File: src/rtl/atr_streamer.sv
module atr_streamer #(
  parameter int WIDTH = 32,
  parameter logic [WIDTH-1:0] PATTERN = 32'h1901AA55
) (
  input  logic clk,
  input  logic rst_n,
  input  logic cs_n,
  input  logic rst_pin,
  input  logic scl,
  input  logic sda_in,
  input  logic wr_busy,
  output logic sda_oe,
  output logic fe_hold
);
  localparam int PW = $clog2(WIDTH);
  localparam int NBYTES = WIDTH / 8;
  localparam logic [PW-1:0] LAST = PW'(WIDTH - 1);

  typedef enum logic [1:0] {S_IDLE, S_ARMED, S_STREAM, S_HALT} st_t;

  st_t st;
  logic [PW-1:0] ptr, idx;
  logic rst_q, scl_q, sda_q;

  wire rst_rise  = rst_pin & ~rst_q;
  wire rst_fall  = ~rst_pin & rst_q;
  wire scl_fall  = ~scl & scl_q;
  wire stop_seen = scl & scl_q & sda_in & ~sda_q;

  always_comb idx = PW'((NBYTES - 1 - int'(ptr) / 8) * 8 + int'(ptr) % 8);

  assign sda_oe  = (st == S_STREAM) & ~PATTERN[idx];
  assign fe_hold = (st != S_IDLE);

  always_ff @(posedge clk) begin
    if (!rst_n) begin
      st    <= S_IDLE;
      ptr   <= '0;
      rst_q <= 1'b0;
      scl_q <= 1'b0;
      sda_q <= 1'b1;
    end else begin
      rst_q <= rst_pin;
      scl_q <= scl;
      sda_q <= sda_in;
      if (cs_n) st <= S_IDLE;
      else begin
        case (st)
          S_IDLE:   if (rst_rise && !wr_busy) begin st <= S_ARMED; ptr <= '0; end
          S_ARMED:  if (rst_fall) st <= S_STREAM;
          S_STREAM: if (rst_rise) st <= S_HALT;
                    else if (scl_fall) ptr <= (ptr == LAST) ? '0 : ptr + 1'b1;
          S_HALT:   if (stop_seen) st <= S_IDLE;
          default:  st <= S_IDLE;
        endcase
      end
    end
  end
endmodule


File: config.mk
export PLATFORM = sky130hd
export DESIGN_NAME = atr_streamer
export DESIGN_NICKNAME = d
export VERILOG_FILES = /design/src/rtl/atr_streamer.sv
export SDC_FILE = /design/constraint.sdc
export NUM_CORES = 1
export LEC_CHECK = 0
export BUFFER_PORTS_ARGS = -buffer_cell sky130_fd_sc_hd__buf_2
export CAP_MARGIN = 20
export CELL_PAD_IN_SITES_DETAIL_PLACEMENT = 0
export CELL_PAD_IN_SITES_GLOBAL_PLACEMENT = 1
export CORE_AREA = 10 10 55 57
export DETAILED_ROUTE_END_ITERATION = 7
export DIE_AREA = 0 0 65 67
export PLACE_DENSITY_LB_ADDON = 0.1
export SYNTH_ARGS = -nofsm -noshare
export SYNTH_HDL_FRONTEND = slang
export SYNTH_SLANG_ARGS = --single-unit
File: constraint.sdc
create_clock -name clk -period 1.55 [get_ports clk]
set_input_delay 0.31 -clock clk [delete_from_list [all_inputs] [get_ports clk]]
set_output_delay 0.31 -clock clk [all_outputs]
set_load 0.01 [all_outputs]
==> results of run 1 <==
sequential cells by signal, indices dropped and copies added, names as in the netlist:
name,count
st,2
ptr,5
rst_q,1
scl_q,1
sda_q,1
synth_stat cells (all sizes together) (2+ instances only):
master	number	area share
mux2i	5	0.070
nand2	11	0.061
and2	2	0.018
nand2b	3	0.026
nand3b	2	0.021
nor2	4	0.021
nand3	4	0.028
a31oi	2	0.018
a41o	2	0.028
inv	7	0.037
dfxtp	10	0.28
o21ai	2	0.030
ha	9	0.16
a21oi	2	0.014
kinds of logic after synthesis:
| group | after synthesis | share of synthesized area |
|---|---|---|
| compound gates | 13 | 0.163 |
| xor+xnor | 1 | 0.0123 |
| simple gates | 33 | 0.263 |
| mux | 5 | 0.0702 |
| flops | 10 | 0.281 |
| fa+ha+maj | 9 | 0.158 |
| buf+inv | 9 | 0.0526 |
metal layers:
metal  up-vias  track usage
met3         2       0.0268
li1        332            -
met2         5        0.151
met4         0       0.0481
met1       293       0.0905
met5         -            0
power by group:
part           leakage (nW)  total [W]  switching, W  internal (W)
clock network        0.0138   0.000179     0.0000890     0.0000896
registers            0.0835   0.000266    0.00000289      0.000263
logic                 0.345  0.0000798     0.0000420     0.0000378
total                 0.443   0.000524      0.000134      0.000390
area by class of cell:
type	count	area [µm²]	share of cell area
multi-input combinational	61	510	0.524
sequential	10	205	0.211
timing repair buffer	26	175	0.180
tap	27	33.8	0.0347
inverter	7	26.3	0.0270
clock buffer	3	22.5	0.0231
what timing repair did:
action	in CTS	in global routing
setup buffers	3	1
pin swaps	5	5
setup endpoints to repair	7	7
resized for setup	9	5
worst reg2reg max path, stage by stage (launching register included):
cell	delay [ps]
sky130_fd_sc_hd__dfxtp_2	320
sky130_fd_sc_hd__buf_4	140
sky130_fd_sc_hd__ha_1	200
sky130_fd_sc_hd__and3_1	220
sky130_fd_sc_hd__ha_4	180
sky130_fd_sc_hd__or3b_1	340
sky130_fd_sc_hd__a31oi_1	140
sky130_fd_sc_hd__a41o_1	100
through the flow:
| stage | cell area, µm² | setup TNS (ps) | setup slack (ps) |
|---|---|---|---|
| 2_1_floorplan | 716 | -5.20 | -5.20 |
| 3_3_place_gp | 883 | -146 | -84.5 |
| 3_5_place_dp | 883 | -218 | -69.8 |
| 4_1_cts | 957 | -408 | -212 |
| 5_1_grt | 973 | -708 | -296 |
| 6_report | 973 | -334 | -185 |
worst paths after layout:
| path | from | endpoint | slack (ps) | cells after the start |
|---|---|---|---|---|
| max | ptr[1] | sda_oe | -190 | 7 |
| min | sda_in | sda_q | 250 | 2 |
| max reg2reg | ptr[0] | ptr[2] | -130 | 7 |
| min reg2reg | ptr[4] | ptr[4] | 540 | 2 |
==> flow_summary.toml, run 1 <==
[run_status]
status = "finished with violations"
failed_checks = "setup timing"

[yosys]
seq_area_frac_synth = 0.281
synth.net_count = 96
synthesis.yosys.warnings = 0
yosysUniqueCellTypes = 31
post_synth_instance_area_um2 = 713
synth_area_per_cell_um2 = 8.91
postSynthRegisterBits = 10
synthFlopType = "sky130_fd_sc_hd__dfxtp_1"
synth-async-reset-ratio = 0
synthesis.instances = 80
synth_enable_flop_cells = 0

[sta]
period_needed_ps = 1740
achievable-frequency_mhz = 576
tightest_pin_transition_ps = 272
hold_ws_ps = 250
slew_headroom = 0.816
fin_ws_ps = -185
timing_hold_violations_final = 0
period_share = 1.12
unrepaired_setup_endpoints_after_global_routing = "yes"
final_max_slew_viol_count = 0
setup_violations = 3
clock_skew_ps = 4.44

[final_layout]
nFillCells = 210
area_delta_synth_final_pct = 36.5
layout.cells.most_common = "sky130_fd_sc_hd__buf_4"
finalNetCount = 125
mostFrequentLayoutCells = "sky130_fd_sc_hd__buf_4, sky130_fd_sc_hd__nand2_1, sky130_fd_sc_hd__buf_2"
finish.cell_count_without_fillers = 134
antenna-diode-count = 0
final_core_utilization = 0.501
drive_above_1_share = 0.439

[placement]
place_inst = 127
numPortBuffers = 8
dp.final_hpwl_um = 1240
place.gp.congestion = 0.726

[power_and_ir_drop]
worst_ir_drop_vdd_uv = 328
power.density_nw_per_um2 = 538
power.total_w = 0.000524
leakagePower_nw = 0.443

[floorplanning]
start_util = 0.367
rows = 16
fp.dieH_um = 67
fp.coreArea_um2 = 1940
die_width_um = 65
ioPinCount = 9
floorplan.die_area_um2 = 4360

[clocking]
tritoncts_clock_tree = "done"
clkLatencyLatePin_ps = 260
clk_pin_slew_ps = 60
cts.path.max_buffers = 2
ctsHoldBuffers = 0
numClockSinks = 10
htreeDepth = 1
tritoncts.num_buffers = 3
ctsRootBufferMaster = "sky130_fd_sc_hd__clkbuf_4"

[route]
drt_drc_violations_left = 0
route.top_layer_used = "met4"
drt.antenna.violating_nets = 0
drt_wl_total_um = 1570
met1_length_um = 722
drt_first_pass_iters = 2
drtIter0Drc = 28
avgRoutedWirePerCell_um = 11.7
detailroute.via_count = 632
met3_wirelength_um = 41
per_cell_via_count_in_the_routed_design = 4.72
wl_met2_um = 790

[critical_path]
worstPathBufferInverterCount = 2
worst_path_dominant_cell_family = "compound AO/OA/AOI/OAI gates"
cp_slowest_stage_delay_ps = 340
worst_setup_path_end_kind = "primary output"
startpoint_type = "flop"
worst-setup-path-type = "reg2out"
worstPathMaxFanout = 2
cp_cell_sequence = "inv_2 > ha_4 > nor2_2 > a21oi_1 > o211ai_1 > a21boi_1 > buf_2"
worstPathArrival_ps = 1430
critical_path_required_ps = 1240
slowest_stage = "sky130_fd_sc_hd__dfxtp_2"

[global_route]
grt_antenna_before_repair = 0
via_count_of_the_first_global_routing_pass = 702
grt_start_max_net_pins = 15
overflow = 0
global_routing_usage_summed_across_all_routing_layers = 0.0865
grt_pass1_wl_um = 3020

[flow_run]
maxCapViolCount = 0

[min_path]
min-delay-path-class = "in2reg"
Power figures use the tool's default switching activity.
==> inputs of run 2 (changes only) <==
--- a/config.mk
+++ b/config.mk
@@ -9,9 +9,9 @@
 export CAP_MARGIN = 20
 export CELL_PAD_IN_SITES_DETAIL_PLACEMENT = 0
 export CELL_PAD_IN_SITES_GLOBAL_PLACEMENT = 1
-export CORE_AREA = 10 10 55 57
+export CORE_AREA = 10 10 54 56
 export DETAILED_ROUTE_END_ITERATION = 7
-export DIE_AREA = 0 0 65 67
+export DIE_AREA = 0 0 64 66
 export PLACE_DENSITY_LB_ADDON = 0.1
 export SYNTH_ARGS = -nofsm -noshare
 export SYNTH_HDL_FRONTEND = slang
==> constraint.sdc (replaced) <==
create_clock -name clk -period 1.8 [get_ports clk]
set_input_delay 0.36 -clock clk [delete_from_list [all_inputs] [get_ports clk]]
set_output_delay 0.36 -clock clk [all_outputs]
set_load 0.01 [all_outputs]
==> run 2 against run 1 <==
Effect of this change: global-route usage shrank 0.35 points; highest routed layer unchanged; first-iteration DRC count shrank 79%; utilization shrank 3.1 points; register-to-register slack gained 210 ps; via count shrank 7.6%; critical path depth is the same; non-clock buffer count shrank 12; count of clock-buffer cells in the layout grew 1; hold slack gained 46 ps; die area shrank 3.0%; the run now ends clean; clock power grew 12%.
==> flow_summary.toml, run 2 (same netlist as run 1, synthesis figures left out) <==
[run_status]
status = "finished clean"

[sta]
slew_headroom = 0.760
final_max_slew_viol_count = 0
period_share = 0.985
achievable-frequency_mhz = 564
tightest_pin_transition_ps = 355
unrepaired_setup_endpoints_after_global_routing = "yes"
period_needed_ps = 1770
setup_violations = 0
fin_ws_ps = 27.0
clock_skew_ps = 2.16
timing_hold_violations_final = 0

[min_path]
whs_endpoint = "sda_q"
min-delay-path-class = "in2reg"
timing.hold.worst.start = "sda_in"
min_delay_path_depth = 2

[route]
drt.antenna.violating_nets = 0
drtIter0Drc = 6
per_cell_via_count_in_the_routed_design = 4.75
avgRoutedWirePerCell_um = 12.2
drt_wl_total_um = 1510
detailroute.via_count = 584
drt_first_pass_iters = 2
drt_drc_violations_left = 0

[floorplanning]
start_util = 0.375
rows = 16
ioPinCount = 9
fp.coreArea_um2 = 1900
die_width_um = 64
fp.dieH_um = 66
floorplan.die_area_um2 = 4220

[global_route]
grt_antenna_before_repair = 0
gr-usage-met3 = 0.0441
overflow = 0
grt_start_max_net_pins = 15
grt_pass1_wl_um = 2740
met1_usage = 0.0904
via_count_of_the_first_global_routing_pass = 645
grt_busiest_layer = "met2"
global_routing_usage_summed_across_all_routing_layers = 0.0830
globalRouteMet2Util = 0.127

[power_and_ir_drop]
power.total_w = 0.000494
power.density_nw_per_um2 = 552
worst_ir_drop_vdd_uv = 405
leakagePower_nw = 0.391

[placement]
dp_slack_ps = 92.9
dp.final_hpwl_um = 1140
numPortBuffers = 8
place.gp.congestion = 0.733

[critical_path]
worst_setup_path_end_kind = "primary output"
cp_cell_sequence = "inv_4 > ha_4 > nor2_2 > a21oi_1 > o211ai_1 > a21boi_1 > buf_2"
critical_path_required_ps = 1440
cp_slowest_stage_delay_ps = 360
worst-setup-path-type = "reg2out"
timing.rr.start = "ptr[0]"
worstPathMaxFanout = 2
slowest_stage = "sky130_fd_sc_hd__dfxtp_4"
worstPathArrival_ps = 1410
reg2reg_setup_slack_ps = 80
worstRegToRegCells = 7
startpoint_type = "flop"
worst_path_dominant_cell_family = "flip-flops"
worstPathBufferInverterCount = 2
reg2reg_to = "ptr[2]"

[final_layout]
mostFrequentLayoutCells = "sky130_fd_sc_hd__nand2_1, sky130_fd_sc_hd__buf_2, sky130_fd_sc_hd__dfxtp_1"
antenna-diode-count = 0
top_register = "ptr"
largest_register_ffs = 5
largest_registers_ranked_by_flip_flop_count = "ptr x5, st x2"
finalNetCount = 113
area_delta_synth_final_pct = 25.4
drive_above_1_share = 0.313
layout.cells.most_common = "sky130_fd_sc_hd__nand2_1"

[clocking]
ctsHoldBuffers = 0
clkLatencyLatePin_ps = 260
cts.path.max_buffers = 2
clk_pin_slew_ps = 70
ctsRootBufferMaster = "sky130_fd_sc_hd__clkbuf_4"
numClockSinks = 10
htreeDepth = 1
tritoncts.num_buffers = 3
tritoncts_clock_tree = "done"

[flow_run]
maxCapViolCount = 0
run 2: cell count changes in the layout (fill, tap and decap cells not counted), sizes merged:
cell,change
buf,-12
clkbuf,+1
run 2: report_power, final:
group | total [W] | internal (W) | leakage, nW | switching, W
clock network | 0.000201 | 0.000123 | 0.0210 | 0.0000784
logic | 0.0000653 | 0.0000290 | 0.287 | 0.0000363
registers | 0.000227 | 0.000225 | 0.0828 | 0.00000243
run 2: layout make-up:
cell class | instances | area (µm²)
sequential | 10 | 205
multi-input combinational | 61 | 505
fill | 197 | 1010
clock buffer | 4 | 36.3
inverter | 7 | 28.8
timing repair buffer | 14 | 85.1
tap | 27 | 33.8
run 2: timing repair:
item	4_1_cts	5_1_grt
gates cloned	0	0
pin swaps	3	4
resized for setup	9	3
buffers inserted	3	0
setup endpoints to repair	1	3
run 2: worst max-delay path by stage:
stage,startpoint,endpoint,slack [ps],cells past startpoint
6_report,ptr[0],sda_oe,30,7
5_1_grt,ptr[0],sda_oe,-110,7
4_1_cts,ptr[0],sda_oe,-20,7
3_5_place_dp,ptr[0],sda_oe,90,7
3_3_place_gp,ptr[0],sda_oe,120,7
2_1_floorplan,ptr[0],sda_oe,190,6
run 2: stage by stage:
step	hold WS (ps)	TNS (ps)	std cells	utilization	cell area, µm²
floorplan	433	0	80	-	713
global placement	504	0	116	0.420	798
detailed placement	508	0	116	0.420	798
CTS	283	-20.0	123	0.466	887
global route	291	-111	123	0.470	895
finish	295	0	123	0.470	895
run 2: worst reg2reg max path: stages, from the launching register on:
cell and delay [ps]:
sky130_fd_sc_hd__dfxtp_4 350, sky130_fd_sc_hd__buf_4 150, sky130_fd_sc_hd__ha_1 210, sky130_fd_sc_hd__and3_1 190
sky130_fd_sc_hd__ha_2 190, sky130_fd_sc_hd__or3b_1 350, sky130_fd_sc_hd__a31oi_1 130, sky130_fd_sc_hd__a41o_1 100
run 2: routing by layer:
layer	vias to the layer above	wire length, µm
li1	310	-
met1	266	730
met2	6	697
met3	2	62
met4	0	16
met5	-	0
==> inputs of run 3 (changes only) <==
==> config.mk (replaced) <==
export PLATFORM = sky130hd
export DESIGN_NAME = atr_streamer
export DESIGN_NICKNAME = d
export VERILOG_FILES = /design/src/rtl/atr_streamer.sv
export SDC_FILE = /design/constraint.sdc
export NUM_CORES = 1
export LEC_CHECK = 0
export CAP_MARGIN = 20
export CELL_PAD_IN_SITES_DETAIL_PLACEMENT = 0
export CELL_PAD_IN_SITES_GLOBAL_PLACEMENT = 1
export CORE_AREA = 3 3 47 49
export DETAILED_ROUTE_END_ITERATION = 7
export DIE_AREA = 0 0 50 52
export DONT_BUFFER_PORTS = 1
export PLACE_DENSITY_LB_ADDON = 0.1
export SYNTH_ARGS = -nofsm -noshare
export SYNTH_HDL_FRONTEND = slang
export SYNTH_SLANG_ARGS = --single-unit
==> constraint.sdc (replaced) <==
create_clock -name clk -period 1.73 [get_ports clk]
set_input_delay 0.346 -clock clk [delete_from_list [all_inputs] [get_ports clk]]
set_output_delay 0.346 -clock clk [all_outputs]
set_load 0.01 [all_outputs]
==> run 3 against run 2 <==
Effect of this change: the run now ends with setup timing left; global-route usage increased by 5.0 points; setup slack got worse by 72 ps; clock skew decreased by 1.8 ps; routed wire length fell by 4.2%; final cell count decreased by 5.7%; hold slack worse by 150 ps; final area shrank 2.4%; first-iteration DRC count grew 120%; total power grew 3.3%; via count down 1.0%; register-to-register slack got worse by 50 ps; critical path type unchanged; largest power group unchanged.
==> flow_summary.toml, run 3 (same netlist as run 1, synthesis figures left out) <==
[clocking]
clkLatencyLatePin_ps = 270
cts.path.max_buffers = 2
tritoncts_clock_tree = "done"
tritoncts.num_buffers = 3
ctsHoldBuffers = 0
ctsRootBufferMaster = "sky130_fd_sc_hd__clkbuf_4"
clk_pin_slew_ps = 70
htreeDepth = 1
numClockSinks = 10

[run_status]
status = "finished with violations"
failed_checks = "setup timing"

[critical_path]
worst_setup_path_endpoint = "sda_oe"
critical_path_required_ps = 1380
worstPathMaxFanout = 2
worst-setup-path-type = "reg2out"
worstPathArrival_ps = 1430
worst_setup_path_end_kind = "primary output"
reg2reg_to = "ptr[2]"
worstRegToRegCells = 7
reg2reg_setup_slack_ps = 30
crit_start = "ptr[0]"
timing.rr.start = "ptr[0]"
startpoint_type = "flop"

[floorplanning]
ioPinCount = 9
rows = 16
fp.coreArea_um2 = 1900
die_width_um = 50
start_util = 0.375
floorplan.die_area_um2 = 2600
fp.dieH_um = 52

[route]
drt_wl_total_um = 1440
met3_wirelength_um = 51
drt_first_pass_iters = 4
drt.antenna.violating_nets = 0
drtIter0Drc = 13
met1_length_um = 688
route.top_layer_used = "met4"
wl_met2_um = 674
avgRoutedWirePerCell_um = 12.4
drt_drc_violations_left = 0
per_cell_via_count_in_the_routed_design = 4.98
detailroute.via_count = 578

[sta]
tightest_pin_transition_ps = 330
unrepaired_setup_endpoints_after_global_routing = "yes"
slew_headroom = 0.777
period_share = 1.03
final_max_slew_viol_count = 0
setup_violations = 1
timing_hold_violations_final = 0
hold_ws_ps = 146
fin_ws_ps = -45.3
period_needed_ps = 1780
clock_skew_ps = 0.386
achievable-frequency_mhz = 563

[placement]
place.gp.congestion = 0.750
place_inst = 110
dp.final_hpwl_um = 1060
numPortBuffers = 0

[global_route]
via_count_of_the_first_global_routing_pass = 634
grt_start_max_net_pins = 15
global_routing_usage_summed_across_all_routing_layers = 0.133
grt_pass1_wl_um = 2680
grt_antenna_before_repair = 0
overflow = 0

[final_layout]
layout.cells.most_common = "sky130_fd_sc_hd__nand2_1"
largest_registers_ranked_by_flip_flop_count = "ptr x5, st x2"
finalNetCount = 106
largest_register_ffs = 5
nFillCells = 185
drive_above_1_share = 0.281
mostFrequentLayoutCells = "sky130_fd_sc_hd__nand2_1, sky130_fd_sc_hd__dfxtp_1, sky130_fd_sc_hd__buf_4"
antenna-diode-count = 0
finish.cell_count_without_fillers = 116
top_register = "ptr"
area_delta_synth_final_pct = 22.5

[power_and_ir_drop]
power.density_nw_per_um2 = 584
leakagePower_nw = 0.359
worst_ir_drop_vdd_uv = 501

[flow_run]
maxCapViolCount = 0

[min_path]
min-delay-path-class = "in2reg"
run 3: changes by cell type in the layout (fill, tap and decap cells not counted), sizes merged:
cell and change:
buf -7
run 3: worst max-delay path, cell delays in order, from the launching register on:
cell	delay, ps
sky130_fd_sc_hd__dfxtp_2	340
sky130_fd_sc_hd__inv_2	50
sky130_fd_sc_hd__ha_4	230
sky130_fd_sc_hd__nor2_2	110
sky130_fd_sc_hd__a21oi_2	40
sky130_fd_sc_hd__o211ai_1	160
sky130_fd_sc_hd__a21boi_1	90
sky130_fd_sc_hd__buf_4	140
run 3: per-stage QoR:
| step | TNS, ps | util | power [W] | setup WS, ps | cell area, µm² |
|---|---|---|---|---|---|
| CTS | -69.1 | 0.449 | 0.000513 | -69.1 | 855 |
| global route | -155 | 0.459 | 0.000534 | -134 | 873 |
| detailed placement | 0 | 0.407 | 0.000295 | 77.9 | 773 |
| finish | -45.3 | 0.459 | 0.000510 | -45.3 | 873 |
| floorplan | 0 | - | 0.000286 | 134 | 713 |
| global placement | 0 | 0.407 | 0.000296 | 97.5 | 773 |
run 3: final cells by class:
cell class | instances | area, µm² | share of cell area
multi-input combinational | 61 | 522 | 0.597
sequential | 10 | 203 | 0.232
timing repair buffer | 7 | 52.6 | 0.0602
clock buffer | 4 | 36.3 | 0.0415
tap | 27 | 33.8 | 0.0387
inverter | 7 | 26.3 | 0.0301
run 3: power breakdown:
group          leakage [nW]  internal (W)  switching, W
sequential           0.0825      0.000235    0.00000233
clock                0.0210      0.000128     0.0000907
combinational         0.255     0.0000256     0.0000284
total                 0.359      0.000389      0.000121
run 3: per-layer routing:
metal	vias up	track usage
met1	271	0.165
met3	4	0.0201
li1	293	-
met4	0	0.0691
met2	10	0.222
met5	-	0
run 3: worst min path at each step:
stage               cells after the start  endpoint   from
floorplan                               1     sda_q  rst_n
global placement                        1     sda_q  rst_n
detailed placement                      1     sda_q  rst_n
CTS                                     1     sda_q  rst_n
global route                            1     sda_q  rst_n
finish                                  1     sda_q  rst_n
run 3: what timing repair did:
action	CTS	global route
gates resized for setup	9	4
pin swaps	4	5
setup buffers	2	0
endpoints found under the setup margin	1	3
